## src/rtl/rgbdrv_pkg.sv

```systemverilog
package rgbdrv_pkg;
  localparam int IDX_W     = 2;             // LED index width
  localparam int NUM_PAL   = 1 << IDX_W;    // palette entries
  localparam int CNT_W     = 16;            // timing counter width
  localparam int CH_W      = 8;             // bits per colour channel
  localparam int WORD_W    = 3 * CH_W;      // bits per LED
  localparam int BIT_W     = $clog2(WORD_W);
  localparam int LEDCNT_W  = IDX_W + 1;
  localparam logic [BIT_W-1:0] LAST_BIT = BIT_W'(WORD_W - 1);
  localparam logic [CH_W-1:0]  LEVEL    = CH_W'(64);

  // Token passed from the sequencer to the waveform stage.
  typedef struct packed {
    logic             isLed;   // 0: reset gap, 1: LED bit
    logic [IDX_W-1:0] ledIdx;
    logic [BIT_W-1:0] bitIdx;  // 0 = first bit sent (MSB of the word)
    logic [CNT_W-1:0] dur;     // cycles already spent in this slot
  } ledToken_t;

  // Colour word {G,R,B} for a palette slot.
  function automatic logic [WORD_W-1:0] paletteGrb(input logic [IDX_W-1:0] idx);
    logic [CH_W-1:0] r, g, b;
    r = '0; g = '0; b = '0;
    case (idx)
      2'd0: r = LEVEL;
      2'd1: g = LEVEL;
      2'd2: b = LEVEL;
      default: begin g = LEVEL; b = LEVEL; end
    endcase
    return {g, r, b};
  endfunction
endpackage

```

## src/rtl/rgbdrv_seq.sv

```systemverilog
module rgbdrv_seq
  import rgbdrv_pkg::*;
(
  input  logic                clk,
  input  logic                rst,
  input  logic [LEDCNT_W-1:0] ledCount,
  input  logic [CNT_W-1:0]    gapCycles,
  input  logic [CNT_W-1:0]    bitCycles,
  output ledToken_t           tok
);
  logic             isLed;
  logic [IDX_W-1:0] ledIdx;
  logic [BIT_W-1:0] bitIdx;
  logic [CNT_W-1:0] dur;

  logic slotEnd, gapEnd, lastLed;
  logic [LEDCNT_W-1:0] nextLedNum;

  assign slotEnd    = (dur >= bitCycles - CNT_W'(1));
  assign gapEnd     = (dur >= gapCycles - CNT_W'(1));
  assign nextLedNum = {1'b0, ledIdx} + LEDCNT_W'(1);
  assign lastLed    = (nextLedNum >= ledCount);

  always_ff @(posedge clk) begin
    if (rst) begin
      isLed  <= 1'b0;
      ledIdx <= '0;
      bitIdx <= '0;
      dur    <= '0;
    end else if (!isLed) begin
      if (gapEnd) begin
        dur <= '0;
        if (ledCount != '0) begin
          isLed  <= 1'b1;
          ledIdx <= '0;
          bitIdx <= '0;
        end
      end else begin
        dur <= dur + CNT_W'(1);
      end
    end else begin
      if (slotEnd) begin
        dur <= '0;
        if (bitIdx == LAST_BIT) begin
          bitIdx <= '0;
          if (lastLed) begin
            isLed  <= 1'b0;
            ledIdx <= '0;
          end else begin
            ledIdx <= ledIdx + IDX_W'(1);
          end
        end else begin
          bitIdx <= bitIdx + BIT_W'(1);
        end
      end else begin
        dur <= dur + CNT_W'(1);
      end
    end
  end

  assign tok = '{isLed: isLed, ledIdx: ledIdx, bitIdx: bitIdx, dur: dur};

  AST_BIT_RANGE: assert property (@(posedge clk) disable iff (rst)
    bitIdx <= LAST_BIT);
  AST_FRAME_START: assert property (@(posedge clk) disable iff (rst)
    $rose(isLed) |-> (ledIdx == '0 && bitIdx == '0));
  AST_BIT_STEP: assert property (@(posedge clk) disable iff (rst)
    (isLed && dur == bitCycles - CNT_W'(1) && bitIdx != LAST_BIT)
      |=> (bitIdx == $past(bitIdx) + BIT_W'(1)));
  AST_GAP_AFTER_LAST: assert property (@(posedge clk) disable iff (rst)
    (isLed && dur == bitCycles - CNT_W'(1) && bitIdx == LAST_BIT
      && nextLedNum == ledCount) |=> !isLed);
  AST_EMPTY_CHAIN: assert property (@(posedge clk) disable iff (rst)
    (ledCount == '0 && !isLed) |=> !isLed);
endmodule

```

## src/rtl/rgbdrv_wave.sv

```systemverilog
module rgbdrv_wave
  import rgbdrv_pkg::*;
(
  input  logic             clk,
  input  logic             rst,
  input  ledToken_t        tok,
  input  logic [CNT_W-1:0] zeroHighCycles,
  input  logic [CNT_W-1:0] oneHighCycles,
  output logic             pinOut
);
  logic [WORD_W-1:0] colorWord;
  logic [BIT_W-1:0]  wordPos;
  logic              curBit;
  logic [CNT_W-1:0]  highLen;
  logic              driveHigh;

  // Index replaced by colour; bit position and duration pass through.
  assign colorWord = paletteGrb(tok.ledIdx);
  assign wordPos   = LAST_BIT - tok.bitIdx;
  assign curBit    = colorWord[wordPos];
  assign highLen   = curBit ? oneHighCycles : zeroHighCycles;
  assign driveHigh = tok.isLed && (tok.dur < highLen);

  always_ff @(posedge clk) begin
    if (rst) pinOut <= 1'b0;
    else     pinOut <= driveHigh;
  end

  AST_GAP_LOW: assert property (@(posedge clk) disable iff (rst)
    !tok.isLed |=> !pinOut);
  AST_HIGH_NEEDS_LED: assert property (@(posedge clk) disable iff (rst)
    pinOut |-> $past(tok.isLed));
  AST_SLOT_START_HIGH: assert property (@(posedge clk) disable iff (rst)
    (tok.isLed && tok.dur == '0 && zeroHighCycles != '0 && oneHighCycles != '0)
      |=> pinOut);
endmodule

```

## src/rtl/rgb_chain_driver.sv

```systemverilog
module rgb_chain_driver
  import rgbdrv_pkg::*;
(
  input  logic                clk,
  input  logic                rst,
  input  logic [LEDCNT_W-1:0] ledCount,
  input  logic [CNT_W-1:0]    gapCycles,
  input  logic [CNT_W-1:0]    bitCycles,
  input  logic [CNT_W-1:0]    zeroHighCycles,
  input  logic [CNT_W-1:0]    oneHighCycles,
  output logic                ledOut
);
  ledToken_t tok;

  rgbdrv_seq uSeq (
    .clk       (clk),
    .rst       (rst),
    .ledCount  (ledCount),
    .gapCycles (gapCycles),
    .bitCycles (bitCycles),
    .tok       (tok)
  );

  rgbdrv_wave uWave (
    .clk            (clk),
    .rst            (rst),
    .tok            (tok),
    .zeroHighCycles (zeroHighCycles),
    .oneHighCycles  (oneHighCycles),
    .pinOut         (ledOut)
  );
endmodule

```

## config.mk

```make
export PLATFORM = sky130hd
export DESIGN_NAME = rgb_chain_driver
export DESIGN_NICKNAME = d
export VERILOG_FILES = /design/src/rtl/rgbdrv_pkg.sv /design/src/rtl/rgbdrv_seq.sv /design/src/rtl/rgbdrv_wave.sv /design/src/rtl/rgb_chain_driver.sv
export SDC_FILE = /design/constraint.sdc
export NUM_CORES = 1
export LEC_CHECK = 0
export BUFFER_PORTS_ARGS = -buffer_cell sky130_fd_sc_hd__buf_2
export CAP_MARGIN = 20
export CORE_MARGIN = 2
export CORE_UTILIZATION = 48
export CTS_CLUSTER_DIAMETER = 100
export CTS_CLUSTER_SIZE = 20
export DETAILED_ROUTE_END_ITERATION = 10
export PLACE_DENSITY = 0.75
export SETUP_SLACK_MARGIN = 0.05
export SYNTH_ARGS = -nofsm -noshare
export SYNTH_HDL_FRONTEND = slang
export SYNTH_SLANG_ARGS = --single-unit
```

## constraint.sdc

```tcl
create_clock -name clk -period 3.4 [get_ports clk]
set_clock_uncertainty 0.2 [all_clocks]
set_input_delay 0.51 -clock clk [delete_from_list [all_inputs] [get_ports clk]]
set_output_delay 0.51 -clock clk [all_outputs]
set_load 0.01 [all_outputs]
```

==> results.toml, run 1 <==
[outcome]
outcome = "completed"

[setup_path]
critical_path_class = "primary input to register"
startpoint_type = "primary input"
crit_required_ns = 3.41
cp.arrival_ns = 3.31
r2r-start = "uSeq.bitIdx[3]$_SDFFE_PP0P_"
r2r_cells = 15
cp_max_fo = 5
end_kind = "register"
crit_start = "gapCycles[5]"

[global_routing]
grt_pass1_vias = 2838
grt_util_all_layers_pct = 20.6
grt_pass1_wl_um = 12200
grt_overflow = 0
grt_antenna_before_repair = 0
grt_start_max_net_pins = 17

[run]
drv_cap = 0

[floorplanning]
die_h_um = 82.9
rows = 28
die-area_sq_um = 6870
start_util_pct = 50.1
fp.dieW_um = 82.9
core_sq_um = 5960
top_level_ports = 70

[drt]
wl_per_cell_um = 14.2
drt_first_pass_iters = 4
drcViolationCount = 0
wirelength_um = 7670
detail-route-antenna-nets = 0
drtIter0Drc = 159
via_per_inst = 5.56
num_vias = 2995

[sta]
drv_slew = 0
min_period_ns = 3.30
worst_pin_slew_ns = 0.658
setup_viol = 0
fin_tns_setup_ns = 0
rsz0062_at_grt = "yes"
fmax_mhz = 303
hold_viol_final = 0
min_period_over_period_pct = 97.1
relSlewSlack_pct = 55.7
finalHoldWorstSlack_ns = 0.319

[power_and_ir_drop]
powerDensity_nw_per_um2 = 169
leakage_nw = 1.72
vdd_drop_max_mv = 0.149
total_power_mw = 0.679

[placement]
place_inst = 529
place_congestion = 0.874
dp_hpwl_um = 5960
port_buffers = 69

[worst_hold_path]
worstHoldStart = "uSeq.ledIdx[1]$_SDFFE_PP0P_"
hold_depth = 2
hold_class = "register to register"

[cells_and_area]
final_nets = 593
area_delta_synth_final_pct = 34.5
drive_gt1_share_pct = 34.5
final_core_util_pct = 67.5
fin_cells = 539
diodes = 0

[synth]
synth_seq_cells = 25
ys.warnings.count = 0
synth_cell_type_count = 49
synth_nets = 488
syn_inst = 360
yosysSeqAreaShare_pct = 16.8
netlist_area_sq_um = 2990
postSynthAreaPerCell_sq_um = 8.30

[clocking]
path_clk_slew_ns = 0.09
clk_path_buf_depth = 2
clock_latency_ns = 0.27
cts.sinks = 25
cts_made_buffers = 3
cts_hold_buf = 0
cts_tree = "done"
cts-root-buf = "clkbuf_8"
ctsHtreeMaxLevel = 1
## final cells by class
cell class	instances	area, sq um
well taps	75	93.8
clock buffers	3	41.3
flip-flops and latches	25	503
repair buffers	103	647
clock inverters	1	5.00
inverters	16	60.1
fillers	453	1940
multi-input cells	316	2670
## report_power, final
group	total, mW	internal, mW	switching [mW]
Sequential	0.302	0.296	0.00635
Clock	0.181	0.0822	0.0987
Combinational	0.196	0.0997	0.0962
## worst max-delay path: stages
cell and delay (ns):
buf_6 0.10, nor4_4 0.30, nand2_1 0.14, nor3_2 0.21, nand2b_1 0.11, nor4_2 0.17, xnor2_1 0.16, ha_1 0.26
nand4_1 0.19, inv_2 0.07, a2111oi_4 0.38, o21a_1 0.27, o22a_2 0.26, mux2i_1 0.18
## repair_timing
item	in CTS	in global routing
gates resized for setup	1	61
pin swaps	3	14
buffers inserted	3	2
setup endpoints to repair	2	25
gates cloned	0	1
## layer usage
metal | global-route usage (%) | routed length [um] | vias up
met2 | 39.7 | 4040 | 62
met1 | 24.0 | 3270 | 1391
met3 | 3.58 | 273 | 13
li1 | - | - | 1529
met4 | 2.68 | 88 | 0
met5 | 0 | 0 | -
## registers in the layout (all words and copies together) (netlist names)
signal and cells:
uSeq.bitIdx 5, uWave.pinOut 1, uSeq.ledIdx 2, uSeq.isLed 1, uSeq.dur 16
## synthesized netlist by cell type, drive strengths merged
cell     instances  share of area, %
o2111ai          2              0.59
buf              4              0.96
xnor2           24               7.0
a32o             1              0.34
inv             16               2.0
a2111oi          1              0.50
o32ai            1              0.29
or4              2              0.63
a21oi           15               2.5
o21a             3              0.75
nor3            11               2.0
and2             3              0.63
nand4           10               2.1
o31ai            1              0.25
or3              2              0.59
nor4             8               2.3
o22ai            3              0.63
nor2b            1              0.21
a211oi           6               1.7
a21o             5               1.3
or2              2              0.42
nor4b            1              0.50
o221ai           2              0.59
o311ai           1              0.29
dfxtp           25                17
a2bb2oi          1              0.29
o21ai           13               2.2
nand3           11               1.8
and4             1              0.29
nand2b           7               1.5
o211a            3               1.0
ha              59                25
and3             2              0.42
xor2            17               5.0
o22a             1              0.34
nor2            40               5.1
o211ai           3              0.75
mux2i           20               6.7
nand2           32               4.0
## stage by stage
step / setup slack, ns / instance area (sq um)
final: 0.0980 / 4020
after global placement: -0.191 / 3650
after CTS: 0.0547 / 3720
after global routing: -0.0647 / 4020
after detailed placement: -0.264 / 3650
after floorplan: 0.0614 / 3010
## cells in the final DEF, fill, tap and decap left out, types with 5 or more instances in the layout
cell      instances
buf_2            64
ha_1             56
buf_4            32
nand2_1          31
nor2_1           30
xnor2_1          24
dfxtp_1          23
xor2_1           17
mux2i_1          16
inv_1            15
o21ai_0          11
a21oi_1          10
nand3_1          10
nand4_1          10
nor3_1            9
nand2b_1          7
nor2_2            7
a21oi_2           5
buf_6             5
## worst paths after layout
| kind | end | slack [ns] |
|---|---|---|
| setup / recovery | uSeq.bitIdx[3]$_SDFFE_PP0P_ | 0.1 |
| hold / removal | uSeq.ledIdx[1]$_SDFFE_PP0P_ | 0.32 |
| setup reg to reg | uWave.pinOut$_SDFF_PP0_ | 0.20 |
| hold reg to reg | uSeq.ledIdx[1]$_SDFFE_PP0P_ | 0.32 |
## logic make-up (layout without fill, tap and decap cells)
kind of cell	count (synthesis)	in the layout	synth area share (%)
xor+xnor	41	41	12.0
buf+inv	20	123	2.97
mux	20	20	6.70
flops	25	25	16.8
simple gates	133	133	22.5
fa+ha+maj	59	59	24.7
compound gates	62	63	14.3
Power figures use the tool's default switching activity.
==> run 2: changes to the inputs <==
Settings changed: CELL_PAD_IN_SITES_DETAIL_PLACEMENT from default to 0, CELL_PAD_IN_SITES_GLOBAL_PLACEMENT from default to 1, CORE_UTILIZATION 48 to 37, PLACE_DENSITY 0.75 to default, PLACE_DENSITY_LB_ADDON from default to 0.1.
==> results.toml, run 2 (synthesis results as in run 1) <==
[outcome]
outcome = "completed"

[setup_path]
r2r-start = "uSeq.bitIdx[3]$_SDFFE_PP0P_"
worstReg2RegEnd = "uWave.pinOut$_SDFF_PP0_"
crit_required_ns = 3.41
startpoint_type = "primary input"
cp.arrival_ns = 3.33
rrSetupSlack_ns = 0.19
r2r_cells = 14
crit_start = "gapCycles[5]"
end_kind = "register"
critical_path_class = "primary input to register"
cp_max_fo = 5

[clocking]
clock_latency_ns = 0.27
cts.sinks = 25
path_clk_slew_ns = 0.09
ctsHtreeMaxLevel = 1
cts-root-buf = "clkbuf_8"
clk_path_buf_depth = 2
cts_made_buffers = 3
cts_tree = "done"

[floorplanning]
rows = 32
top_level_ports = 70
fp.dieW_um = 93.8
die_h_um = 93.8
core_sq_um = 7770
start_util_pct = 38.5
die-area_sq_um = 8810

[sta]
fmax_mhz = 302
worst_pin_slew_ns = 0.755
rsz0062_at_grt = "yes"
drv_slew = 0
min_period_ns = 3.31
setup_viol = 0
relSlewSlack_pct = 49.2
hold_viol_final = 0
min_period_over_period_pct = 97.5

[global_routing]
grt_util_all_layers_pct = 17.8
grt_pass1_wl_um = 12900
grt_antenna_before_repair = 0
grt_pass1_vias = 2836
grt_overflow = 0
grt_start_max_net_pins = 17

[drt]
drcViolationCount = 0
wirelength_um = 7890
drtIter0Drc = 60
wl_per_cell_um = 13.8
drt_first_pass_iters = 4
detail-route-antenna-nets = 0
num_vias = 2942
via_per_inst = 5.16

[worst_hold_path]
worstHoldStart = "uSeq.ledIdx[1]$_SDFFE_PP0P_"
hold_class = "register to register"
hold_end = "uSeq.ledIdx[1]$_SDFFE_PP0P_"
hold_depth = 2

[cells_and_area]
fin_cells = 570
final_core_util_pct = 52.4
drive_gt1_share_pct = 34.2
fill_cells = 790
largest_register_ffs = 16
reg.largest.list = "uSeq.dur (16), uSeq.bitIdx (5), uSeq.ledIdx (2)"
final_area_sq_um = 4070
area_delta_synth_final_pct = 36.2
regMostFlops = "uSeq.dur"
final_cell_mix = "buf_2, ha_1, buf_4"
final_common_cell = "buf_2"
final_nets = 597
diodes = 0

[placement]
dp_hpwl_um = 6290
place_congestion = 0.821
port_buffers = 69
place_inst = 561
place_area_sq_um = 3720

[power_and_ir_drop]
net-switching-power_mw = 0.199
pwr-share-clk_pct = 26.6
internal_power_mw = 0.481
power_frac_seq_pct = 44.5
powerDensity_nw_per_um2 = 167
comb_power_share_pct = 28.9
leakage_nw = 1.73
vdd_drop_max_mv = 0.150
sw_frac_of_total_pct = 29.3

[run]
drv_cap = 0
==> run 2: cell types whose count changed in the layout (fill, tap and decap cells not counted), sizes merged <==
cell / change
clkbuf: +1
buf: +4
clkinv: -1
==> run 2: layer usage <==
layer  global-route usage (%)  share of wire, %  vias up
met2                     33.0                51       40
met1                     22.7                46     1360
met4                     1.33              0.57        0
li1                         -                 -     1536
met3                     2.25               2.6        6
met5                        0                 0        -
==> run 2: repair_timing <==
item	in CTS	in global routing
hold buffers	0	0
pin swaps	3	30
gates resized for setup	5	56
setup buffers	2	2
gates cloned	0	1
endpoints found under the setup margin	23	25
==> run 2: cell type report <==
type / instances / area (sq um) / share of cell area (%)
Multi-Input combinational cell: 316 / 2640 / 65.0
Timing Repair Buffer: 107 / 689 / 16.9
Sequential cell: 25 / 503 / 12.4
Tap cell: 102 / 128 / 3.14
Inverter: 16 / 60.1 / 1.48
Clock buffer: 4 / 45.0 / 1.11
==> run 2: worst max-delay path, stage by stage <==
cell       delay [ns]
buf_8            0.10
nor4_4           0.32
nand2_1          0.14
nor3_2           0.20
nand2b_1         0.11
nor4_2           0.18
xnor2_1          0.11
ha_1             0.30
nand4_1          0.19
nor2_2           0.19
o2111ai_2        0.16
o21a_2           0.27
buf_6            0.12
or2_2            0.30
a21oi_2          0.12
==> run 2: how the worst max path moves through the flow <==
stage | endpoint | slack (ns)
finish | uSeq.isLed$_SDFF_PP0_ | 0.09
global route | uSeq.isLed$_SDFF_PP0_ | -0.08
CTS | uWave.pinOut$_SDFF_PP0_ | 0.04
detailed placement | uSeq.bitIdx[1]$_SDFFE_PP0P_ | -0.32
global placement | uSeq.dur[12]$_SDFF_PP0_ | -0.31
floorplan | uSeq.bitIdx[0]$_SDFFE_PP0P_ | 0.06
==> run 2: through the flow <==
stage	hold WS (ns)	setup TNS, ns	setup slack, ns	power (mW)
CTS	0.268	0	0.0379	0.671
global route	0.309	-0.346	-0.0797	0.725
floorplan	0.253	0	0.0614	0.395
finish	0.307	0	0.0863	0.680
global placement	0.293	-7.05	-0.310	0.484
detailed placement	0.296	-6.46	-0.321	0.487
==> run 2: power groups by stage <==
| stage | clock, mW | combinational, mW | sequential, mW |
|---|---|---|---|
| after floorplan | 0 | 0.0890 | 0.306 |
| after global placement | 0 | 0.175 | 0.309 |
| after detailed placement | 0 | 0.178 | 0.310 |
| after CTS | 0.186 | 0.181 | 0.303 |
| after global routing | 0.198 | 0.224 | 0.303 |
| final | 0.181 | 0.197 | 0.302 |
